[src/rtl/ea_pkg.sv]
package ea_pkg;

  localparam int unsigned EA_MODE_W = 3;

  typedef enum logic [EA_MODE_W-1:0] {
    EA_DP    = 3'd0,
    EA_DPX   = 3'd1,
    EA_DPY   = 3'd2,
    EA_DPW   = 3'd3,
    EA_LONG  = 3'd4,
    EA_LONGX = 3'd5,
    EA_IMM   = 3'd6,
    EA_SPARE = 3'd7
  } ea_mode_e;

  typedef enum logic [1:0] {
    IDX_NONE = 2'd0,
    IDX_X    = 2'd1,
    IDX_Y    = 2'd2,
    IDX_W    = 2'd3
  } ea_idx_e;

  typedef struct packed {
    logic    addr_ok;
    logic    use_dp;
    logic    use_bank;
    ea_idx_e idx_sel;
  } ea_ctrl_t;

endpackage

[src/rtl/ea_mode_dec.sv]
module ea_mode_dec
  import ea_pkg::*;
(
  input  logic [EA_MODE_W-1:0] mode_i,
  output ea_ctrl_t             ctrl_o
);

  always_comb begin
    ctrl_o = '{addr_ok: 1'b0, use_dp: 1'b0, use_bank: 1'b0, idx_sel: IDX_NONE};
    unique case (mode_i)
      EA_DP:    ctrl_o = '{addr_ok: 1'b1, use_dp: 1'b1, use_bank: 1'b1, idx_sel: IDX_NONE};
      EA_DPX:   ctrl_o = '{addr_ok: 1'b1, use_dp: 1'b1, use_bank: 1'b1, idx_sel: IDX_X};
      EA_DPY:   ctrl_o = '{addr_ok: 1'b1, use_dp: 1'b1, use_bank: 1'b1, idx_sel: IDX_Y};
      EA_DPW:   ctrl_o = '{addr_ok: 1'b1, use_dp: 1'b1, use_bank: 1'b1, idx_sel: IDX_W};
      EA_LONG:  ctrl_o = '{addr_ok: 1'b1, use_dp: 1'b0, use_bank: 1'b0, idx_sel: IDX_NONE};
      EA_LONGX: ctrl_o = '{addr_ok: 1'b1, use_dp: 1'b0, use_bank: 1'b0, idx_sel: IDX_X};
      default:  ctrl_o = '{addr_ok: 1'b0, use_dp: 1'b0, use_bank: 1'b0, idx_sel: IDX_NONE};
    endcase
  end

endmodule

[src/rtl/ea_index_mux.sv]
module ea_index_mux
  import ea_pkg::*;
#(
  parameter int unsigned AW = 32
) (
  input  ea_idx_e       sel_i,
  input  logic [AW-1:0] x_i,
  input  logic [AW-1:0] y_i,
  input  logic [AW-1:0] w_i,
  output logic [AW-1:0] idx_o
);

  always_comb begin
    unique case (sel_i)
      IDX_X:   idx_o = x_i;
      IDX_Y:   idx_o = y_i;
      IDX_W:   idx_o = w_i;
      default: idx_o = '0;
    endcase
  end

endmodule

[src/rtl/ea_offset_sel.sv]
module ea_offset_sel #(
  parameter int unsigned AW = 32
) (
  input  logic          use_dp_i,
  input  logic          use_bank_i,
  input  logic          fetch_i,
  input  logic [AW-1:0] dp_i,
  input  logic [AW-1:0] pbank_i,
  input  logic [AW-1:0] dbank_i,
  output logic [AW-1:0] dp_off_o,
  output logic [AW-1:0] bank_off_o
);

  logic [AW-1:0] bank_pick;

  always_comb begin
    bank_pick  = fetch_i ? pbank_i : dbank_i;
    dp_off_o   = use_dp_i   ? dp_i      : '0;
    bank_off_o = use_bank_i ? bank_pick : '0;
  end

endmodule

[src/rtl/ea_sum.sv]
module ea_sum #(
  parameter int unsigned AW      = 32,
  parameter int unsigned N_TERMS = 4
) (
  input  logic [N_TERMS-1:0][AW-1:0] terms_i,
  output logic [AW-1:0]              sum_o
);

  logic [N_TERMS-1:0][AW-1:0] partial;

  assign partial[0] = terms_i[0];

  for (genvar g = 1; g < N_TERMS; g++) begin : g_chain
    assign partial[g] = partial[g-1] + terms_i[g];
  end

  assign sum_o = partial[N_TERMS-1];

endmodule

[src/rtl/ea_gen.sv]
module ea_gen
  import ea_pkg::*;
#(
  parameter int unsigned AW = 32
) (
  input  logic                 clk,
  input  logic                 rst_n,
  input  logic                 in_valid,
  input  logic [EA_MODE_W-1:0] mode_i,
  input  logic                 fetch_i,
  input  logic [AW-1:0]        operand_i,
  input  logic [AW-1:0]        x_i,
  input  logic [AW-1:0]        y_i,
  input  logic [AW-1:0]        w_i,
  input  logic [AW-1:0]        dp_i,
  input  logic [AW-1:0]        pbank_i,
  input  logic [AW-1:0]        dbank_i,
  output logic                 out_valid_o,
  output logic                 addr_valid_o,
  output logic                 bank_used_o,
  output logic [AW-1:0]        addr_o
);

  localparam int unsigned N_TERMS = 4;

  ea_ctrl_t                   ctrl;
  logic [AW-1:0]              idx, dp_off, bank_off, sum;
  logic [N_TERMS-1:0][AW-1:0] terms;

  logic          ov_d, av_d, bu_d;
  logic [AW-1:0] addr_d;
  logic          ld_en;

  ea_mode_dec u_dec (
    .mode_i (mode_i),
    .ctrl_o (ctrl)
  );

  ea_index_mux #(.AW(AW)) u_idx (
    .sel_i (ctrl.idx_sel),
    .x_i   (x_i),
    .y_i   (y_i),
    .w_i   (w_i),
    .idx_o (idx)
  );

  ea_offset_sel #(.AW(AW)) u_off (
    .use_dp_i   (ctrl.use_dp),
    .use_bank_i (ctrl.use_bank),
    .fetch_i    (fetch_i),
    .dp_i       (dp_i),
    .pbank_i    (pbank_i),
    .dbank_i    (dbank_i),
    .dp_off_o   (dp_off),
    .bank_off_o (bank_off)
  );

  assign terms = {bank_off, idx, dp_off, operand_i};

  ea_sum #(.AW(AW), .N_TERMS(N_TERMS)) u_sum (
    .terms_i (terms),
    .sum_o   (sum)
  );

  // Next-state logic. The clock enable holds the result while no request is present.
  always_comb begin
    ld_en  = in_valid;
    ov_d   = in_valid;
    av_d   = addr_valid_o;
    bu_d   = bank_used_o;
    addr_d = addr_o;
    if (ld_en) begin
      av_d   = ctrl.addr_ok;
      bu_d   = ctrl.use_bank;
      addr_d = ctrl.addr_ok ? sum : '0;
    end
  end

  // Result registers
  always_ff @(posedge clk or negedge rst_n) begin
    if (!rst_n) begin
      out_valid_o  <= 1'b0;
      addr_valid_o <= 1'b0;
      bank_used_o  <= 1'b0;
      addr_o       <= '0;
    end else begin
      out_valid_o  <= ov_d;
      addr_valid_o <= av_d;
      bank_used_o  <= bu_d;
      addr_o       <= addr_d;
    end
  end

  a_r1_reset_clear: assert property (@(posedge clk)
    !rst_n |=> (!out_valid_o && !addr_valid_o && !bank_used_o && addr_o == '0));

  a_r2_valid_follows: assert property (@(posedge clk) disable iff (!rst_n)
    in_valid |=> out_valid_o);

  a_r2_idle_no_valid: assert property (@(posedge clk) disable iff (!rst_n)
    !in_valid |=> !out_valid_o);

  a_r2_idle_hold: assert property (@(posedge clk) disable iff (!rst_n)
    !in_valid |=> ($stable(addr_o) && $stable(addr_valid_o) && $stable(bank_used_o)));

  a_r7_long_plain: assert property (@(posedge clk) disable iff (!rst_n)
    (in_valid && mode_i == EA_LONG) |=> (addr_o == $past(operand_i) && !bank_used_o));

  a_r8_long_x: assert property (@(posedge clk) disable iff (!rst_n)
    (in_valid && mode_i == EA_LONGX) |=> (addr_o == $past(operand_i) + $past(x_i)));

  a_r9_no_address: assert property (@(posedge clk) disable iff (!rst_n)
    (in_valid && mode_i >= EA_IMM) |=> (!addr_valid_o && !bank_used_o && addr_o == '0));

  a_r12_dp_banked: assert property (@(posedge clk) disable iff (!rst_n)
    (in_valid && mode_i < EA_LONG) |=> (bank_used_o && addr_valid_o));

endmodule

[config.mk]
export PLATFORM = sky130hd
export DESIGN_NAME = ea_gen
export DESIGN_NICKNAME = d
export VERILOG_FILES = /design/src/rtl/ea_pkg.sv /design/src/rtl/ea_mode_dec.sv /design/src/rtl/ea_index_mux.sv /design/src/rtl/ea_offset_sel.sv /design/src/rtl/ea_sum.sv /design/src/rtl/ea_gen.sv
export SDC_FILE = /design/constraint.sdc
export NUM_CORES = 1
export LEC_CHECK = 0
export CORE_ASPECT_RATIO = 1.25
export CORE_MARGIN = 2
export CORE_UTILIZATION = 40
export CTS_CLUSTER_DIAMETER = 150
export DETAILED_ROUTE_END_ITERATION = 6
export PLACE_DENSITY = 0.79
export SYNTH_ARGS = -nofsm -noshare
export SYNTH_HDL_FRONTEND = slang
export SYNTH_SLANG_ARGS = --single-unit
export TNS_END_PERCENT = 20
[constraint.sdc]
create_clock -name clk -period 1.3 [get_ports clk]
set_clock_uncertainty 0.2 [all_clocks]
set_input_delay 0.26 -clock clk [delete_from_list [all_inputs] [get_ports clk]]
set_output_delay 0.26 -clock clk [all_outputs]
set_load 0.005 [all_outputs]
## Word-level counts from Yosys, hierarchy flattened

Index checks and enable logic that the tools add are counted.

| word-level totals | value |
|---|---|
| register bits | 35 |
| input bits | 231 |
| output and inout bits | 35 |

| operators by class | value |
|---|---|
| add/sub/neg operators | 3 |
| equal/unequal tests | 8 |
| mux-type cells | 6 |
| reductions and logical operators | 1 |

Operators by type and width:

| cell | number |
|---|---|
| 2-to-1 mux 32 bit | 4 |
| adder 32 bit | 3 |
| case mux 32 bit (3 select lines) | 1 |
| case mux 5 bit (6 select lines) | 1 |
| equality test 3 x 2 -> 1 bit, second input constant | 2 |
| equality test 3 bit, second input constant | 2 |
| equality test 2 bit, second input constant | 2 |
| equality test 3 x 1 -> 1 bit, second input constant | 1 |
| zero test 3 bit | 1 |
| equality test 2 x 1 -> 1 bit, second input constant | 1 |

## Longest topological paths before layout

| logic depth | value |
|---|---|
| depth after elaboration | 7 |
| depth in mapped cells | 20 |

## Hierarchy

From an unflattened synthesis, not the netlist that was laid out.

| unflattened totals | value |
|---|---|
| cells, all modules | 807 |
| area, all modules | 6814.0 µm² |

By module, submodules not included:

| module | instances | cells an instance | area an instance (µm²) | sequential area each (µm²) |
|---|---|---|---|---|
| ea_sum | 1 | 475 | 3604.7 | 0.0 |
| ea_gen | 1 | 144 | 1466.4 | 875.8 |
| ea_index_mux | 1 | 77 | 899.6 | 0.0 |
| ea_offset_sel | 1 | 106 | 814.5 | 0.0 |
| ea_mode_dec | 1 | 5 | 28.8 | 0.0 |

## Worst setup path after synthesis

OpenSTA, ideal clock, no wires.

| timing | value |
|---|---|
| path kind | in2reg |
| start | in mode_i[1] |
| end | reg addr_o[27] |
| data arrival time | 4325 ps |
| slack | -3368 ps |
| stages on the path | 19 |
| buffers on the path | 3 |
| path through | nor2b_1 clkbuf_1 nor2b_1 clkbuf_1 clkbuf_1 a22oi_1 fa_1 fa_1 inv_1 ha_1 fa_1 a211oi_1 o21ai_0 a21oi_1 a211oi_2 nor2_1 o21ai_1 xnor2_1 o22ai_1 |

| between the ends | value |
|---|---|
| cells in the longest elaborated chain, start to end | 7 |
| elaborated cells between the ends (all ways) | 17 |
| those cells by class | add/sub (3); eq/ne (8); mux (5); reduce/logical (1) |

Ends and longest elaborated chain:

| what | line | RTL |
|---|---|---|
| start: declaration | ea_gen.sv:9 | `input logic [EA_MODE_W-1:0] mode_i,` |
| equality test 3 bit (tied with other cells) | ea_mode_dec.sv:10 | `unique case (mode_i)` |
| case mux 5 bit (6 select lines) * | ea_mode_dec.sv:10 |  |
| 2-to-1 mux 32 bit (tied with other cells) | ea_offset_sel.sv:18 | `dp_off_o = use_dp_i ? dp_i : '0;` |
| adder 32 bit / case mux 32 bit (3 select lines) (equally long branches) | ea_sum.sv:14, ea_index_mux.sv:14 |  |
| adder 32 bit (2 in series) | ea_sum.sv:14 | `assign partial[g] = partial[g-1] + terms_i[g];` |
| 2-to-1 mux 32 bit * | ea_gen.sv:75 | `addr_d = ctrl.addr_ok ? sum : '0;` |
| end signal: assignment | ea_gen.sv:90 | `addr_o <= addr_d;` |
| end: declaration | ea_gen.sv:21 | `output logic [AW-1:0] addr_o` |

Every way passes the cells marked *; elsewhere a longest branch is shown, timed or not.
A chain may end at the register's enable or synchronous reset.

## Worst setup path in the final report

| timing | value |
|---|---|
| start | in mode_i[1] |
| end | reg addr_o[26] |

Same word-level chain as after synthesis.

==> impl_metrics.env <==
export IMPL_io_pins=266
export IMPL_ys_warn_count=0
export IMPL_start_util_pct=41.2
export IMPL_final_cells=1310
export IMPL_worst_path_max_fanout=10
export IMPL_dp_worst_setup_slack_ns=-3.41
export IMPL_rsz0062_at_grt="true"
export IMPL_setup_viol=34
export IMPL_area_growth_pct=81.1
export IMPL_synth_largest_area_cell="fa_1"
export IMPL_htree_levels=2
export IMPL_grt_overflow_total=0
export IMPL_port_buffers=265
export IMPL_status="finished, violations left"
export IMPL_dp_cells=1262
export IMPL_finalCritPeriodShare_pct=331
export IMPL_grt_pass1_wl_um=35300
export IMPL_postSynthCellCount=742
export IMPL_synthFlopType="dfrtp_1"
export IMPL_drtAntennaViolNets=0
export IMPL_synth_ff_latch_count=35
export IMPL_cp_required_ns=1.26
export IMPL_viasPerCell=5.37
export IMPL_place_gp_congestion=0.892
export IMPL_synth_edf_count=0
export IMPL_cts_buffer_depth=2
export IMPL_std_cell_rows=49
export IMPL_cts_tree="yes"
export IMPL_tns_ns=-81.63
export IMPL_vias=7039
export IMPL_fmax_mhz=232
export IMPL_p_switching_uw=5680
export IMPL_drive_gt1_share_pct=32.4
export IMPL_tightestPinTransition_ns=0.399
export IMPL_synth_common_cells="inv_1, fa_1, nand2_1, o21ai_0, dfrtp_1"
export IMPL_combPwrFrac_pct=76.3
export IMPL_totalWireLength_um=23800
export IMPL_dr_pass1_iters=7
export IMPL_grt_usage_pct=27.5
export IMPL_yosysUniqueCellTypes=59
export IMPL_cp_end_kind="flop"
export IMPL_clkPwrFrac_pct=9.6
export IMPL_crit_type="input port to flop"
export IMPL_hold_path_class="input port to async pin"
export IMPL_synth_top_cells_by_area="fa_1, dfrtp_1, inv_1, ha_1, mux2i_1"
export IMPL_switching_share_pct=42.8
export IMPL_cts_buffers=5
export IMPL_route_detailed_drc=9
export IMPL_power_internal_uw=7580
export IMPL_critPathArrivalTime_ns=4.27
export IMPL_crit_path_start_kind="input port"
export IMPL_violations="design-rule violations, negative setup slack"
export IMPL_cts_sinks=35
export IMPL_wire_per_inst_um=18.2
export IMPL_finalWorstPathRequiredPeriod_ns=4.31
export IMPL_pwr_share_seq_pct=14.1
export IMPL_final_area_um2=10800
export IMPL_nets=1455
export IMPL_drt_iter0_markers=460
export IMPL_path_clk_slew_ns=0.06
export IMPL_synthArstFlopShare_pct=100
export IMPL_yosysSeqAreaShare_pct=14.7
export IMPL_whs_ns=0.271
export IMPL_die_w_um=113
export IMPL_timing_final_hold_violations=0
export IMPL_leakage_uw=0.00502
export IMPL_syn_cell_area_um2=5970
export IMPL_relSlewSlack_pct=73.1
export IMPL_worst_slack_ns=-3.01
export IMPL_core_area_um2=14500
export IMPL_drv_slew=0
export IMPL_yosysTopAreaCellShare_pct=20.8
export IMPL_max_cap_viol_count=0
export IMPL_synth_nets=1066
export IMPL_yosysMostFrequentCell="inv_1"
export IMPL_grt_antenna_before_repair=0
export IMPL_ir_worst_vdd_mv=0.760
export IMPL_grt_pass1_vias=7313
export IMPL_syn_avg_cell_area_um2=8.04
export IMPL_grt_max_degree=36
export IMPL_worstSkewPairLatency_ns=0.28
export IMPL_die_h_um=141
export IMPL_die_area_um2=15900
export IMPL_p_per_area_nw_per_um2=1230
export IMPL_clockRootBuffer="clkbuf_16"
export IMPL_place_area_um2=9800
export IMPL_antenna_cells=0
export IMPL_dp_final_hpwl_um=16500
## power by group through the flow
stage                     sequential, µW  combinational [µW]  clock (µW)
after global routing                1900               10900        1330
after global placement              1840                8180           0
after detailed placement            1860                8340           0
after floorplan                     1830                4400           0
after CTS                           1840                9240        1270
final                               1870               10100        1270
## layout make-up
class,count,area (µm²)
Timing Repair Buffer,420,3840
Fill cell,979,3660
Clock buffer,8,156
Inverter,158,593
Sequential cell,35,876
Tap cell,178,223
Multi-Input combinational cell,511,5120
## kinds of logic after synthesis
family                   share of synthesized area (%)
AO/OA/AOI/OAI                                     20.5
XOR/XNOR                                          4.40
adder cells (fa/ha/maj)                           27.3
multiplexers                                      5.54
buffers and inverters                             12.5
AND/OR/NAND/NOR                                   15.1
flip-flops                                        14.7
## state kept, by name (all words and copies together), names as in the netlist
register	flops
out_valid_o	1
bank_used_o	1
addr_valid_o	1
addr_o	32
## what timing repair did
action                     in CTS  in global routing
hold buffers                    1                  0
cloned                          2                  0
setup endpoints to repair      68                 58
pin swaps                      86                 71
gates resized for setup       204                 82
setup buffers                  23                 17
hold endpoints to repair       35                  0
## layout by cell type (no fill, tap or decap), types with 11 or more instances in the layout
cell and count:
a21oi_1 11, a22oi_1 13, a22oi_2 16, buf_2 15, buf_4 129, buf_6 14, clkbuf_2 23, clkdlybuf4s50_1 224
dfrtp_1 35, fa_1 55, ha_4 22, inv_1 148, mux2i_1 32, nand2_1 39, nand2b_1 32, nor2_1 19
o21ai_0 24, o21ai_1 13, o21ai_2 12, o22ai_1 24, or2_2 27, xnor2_1 13
## routing by layer
metal  global-route usage, %  vias to the layer above  part of all wire (%)
met5                       0                        -                     0
met4                    10.4                        0                   4.7
met3                    3.59                      110                   7.2
met2                    49.9                      393                    52
met1                    32.9                     3332                    36
li1                        -                     3204                     -
## stage by stage
step           util [%]  total power (µW)
2_1_floorplan         -              6240
3_3_place_gp       67.7             10000
3_5_place_dp       67.7             10200
4_1_cts            73.3             12300
5_1_grt            74.7             14100
6_report           74.7             13300
## final timing paths
kind | depth (start not counted) | start | slack, ns | to
max | 21 | mode_i[1] | -3.01 | addr_o[26]$_DFFE_PN0P_
min | 3 | rst_n | 0.27 | addr_o[4]$_DFFE_PN0P_
max reg2reg | 3 | addr_o[23]$_DFFE_PN0P_ | 0.23 | addr_o[23]$_DFFE_PN0P_
min reg2reg | 2 | addr_o[24]$_DFFE_PN0P_ | 0.33 | addr_o[24]$_DFFE_PN0P_
max in group asynchronous | 3 | rst_n | 0.44 | addr_o[25]$_DFFE_PN0P_
min in group clk | 4 | mode_i[2] | 0.33 | bank_used_o$_DFFE_PN0P_
## worst max-delay path, cell delays in order
cell	delay (ns)
buf_6	0.09
nor2b_4	0.12
buf_6	0.12
buf_12	0.14
nand2_2	0.06
o21ai_2	0.06
a22oi_2	0.19
fa_2	0.48
fa_1	0.50
inv_2	0.05
ha_4	0.27
o211ai_1	0.12
buf_4	0.17
or4_4	0.49
a211oi_4	0.31
nor3_4	0.09
buf_4	0.15
a211oi_2	0.21
nor2b_1	0.11
xor2_1	0.18
o22ai_2	0.08
No activity file was read; power rests on OpenSTA's default activity.
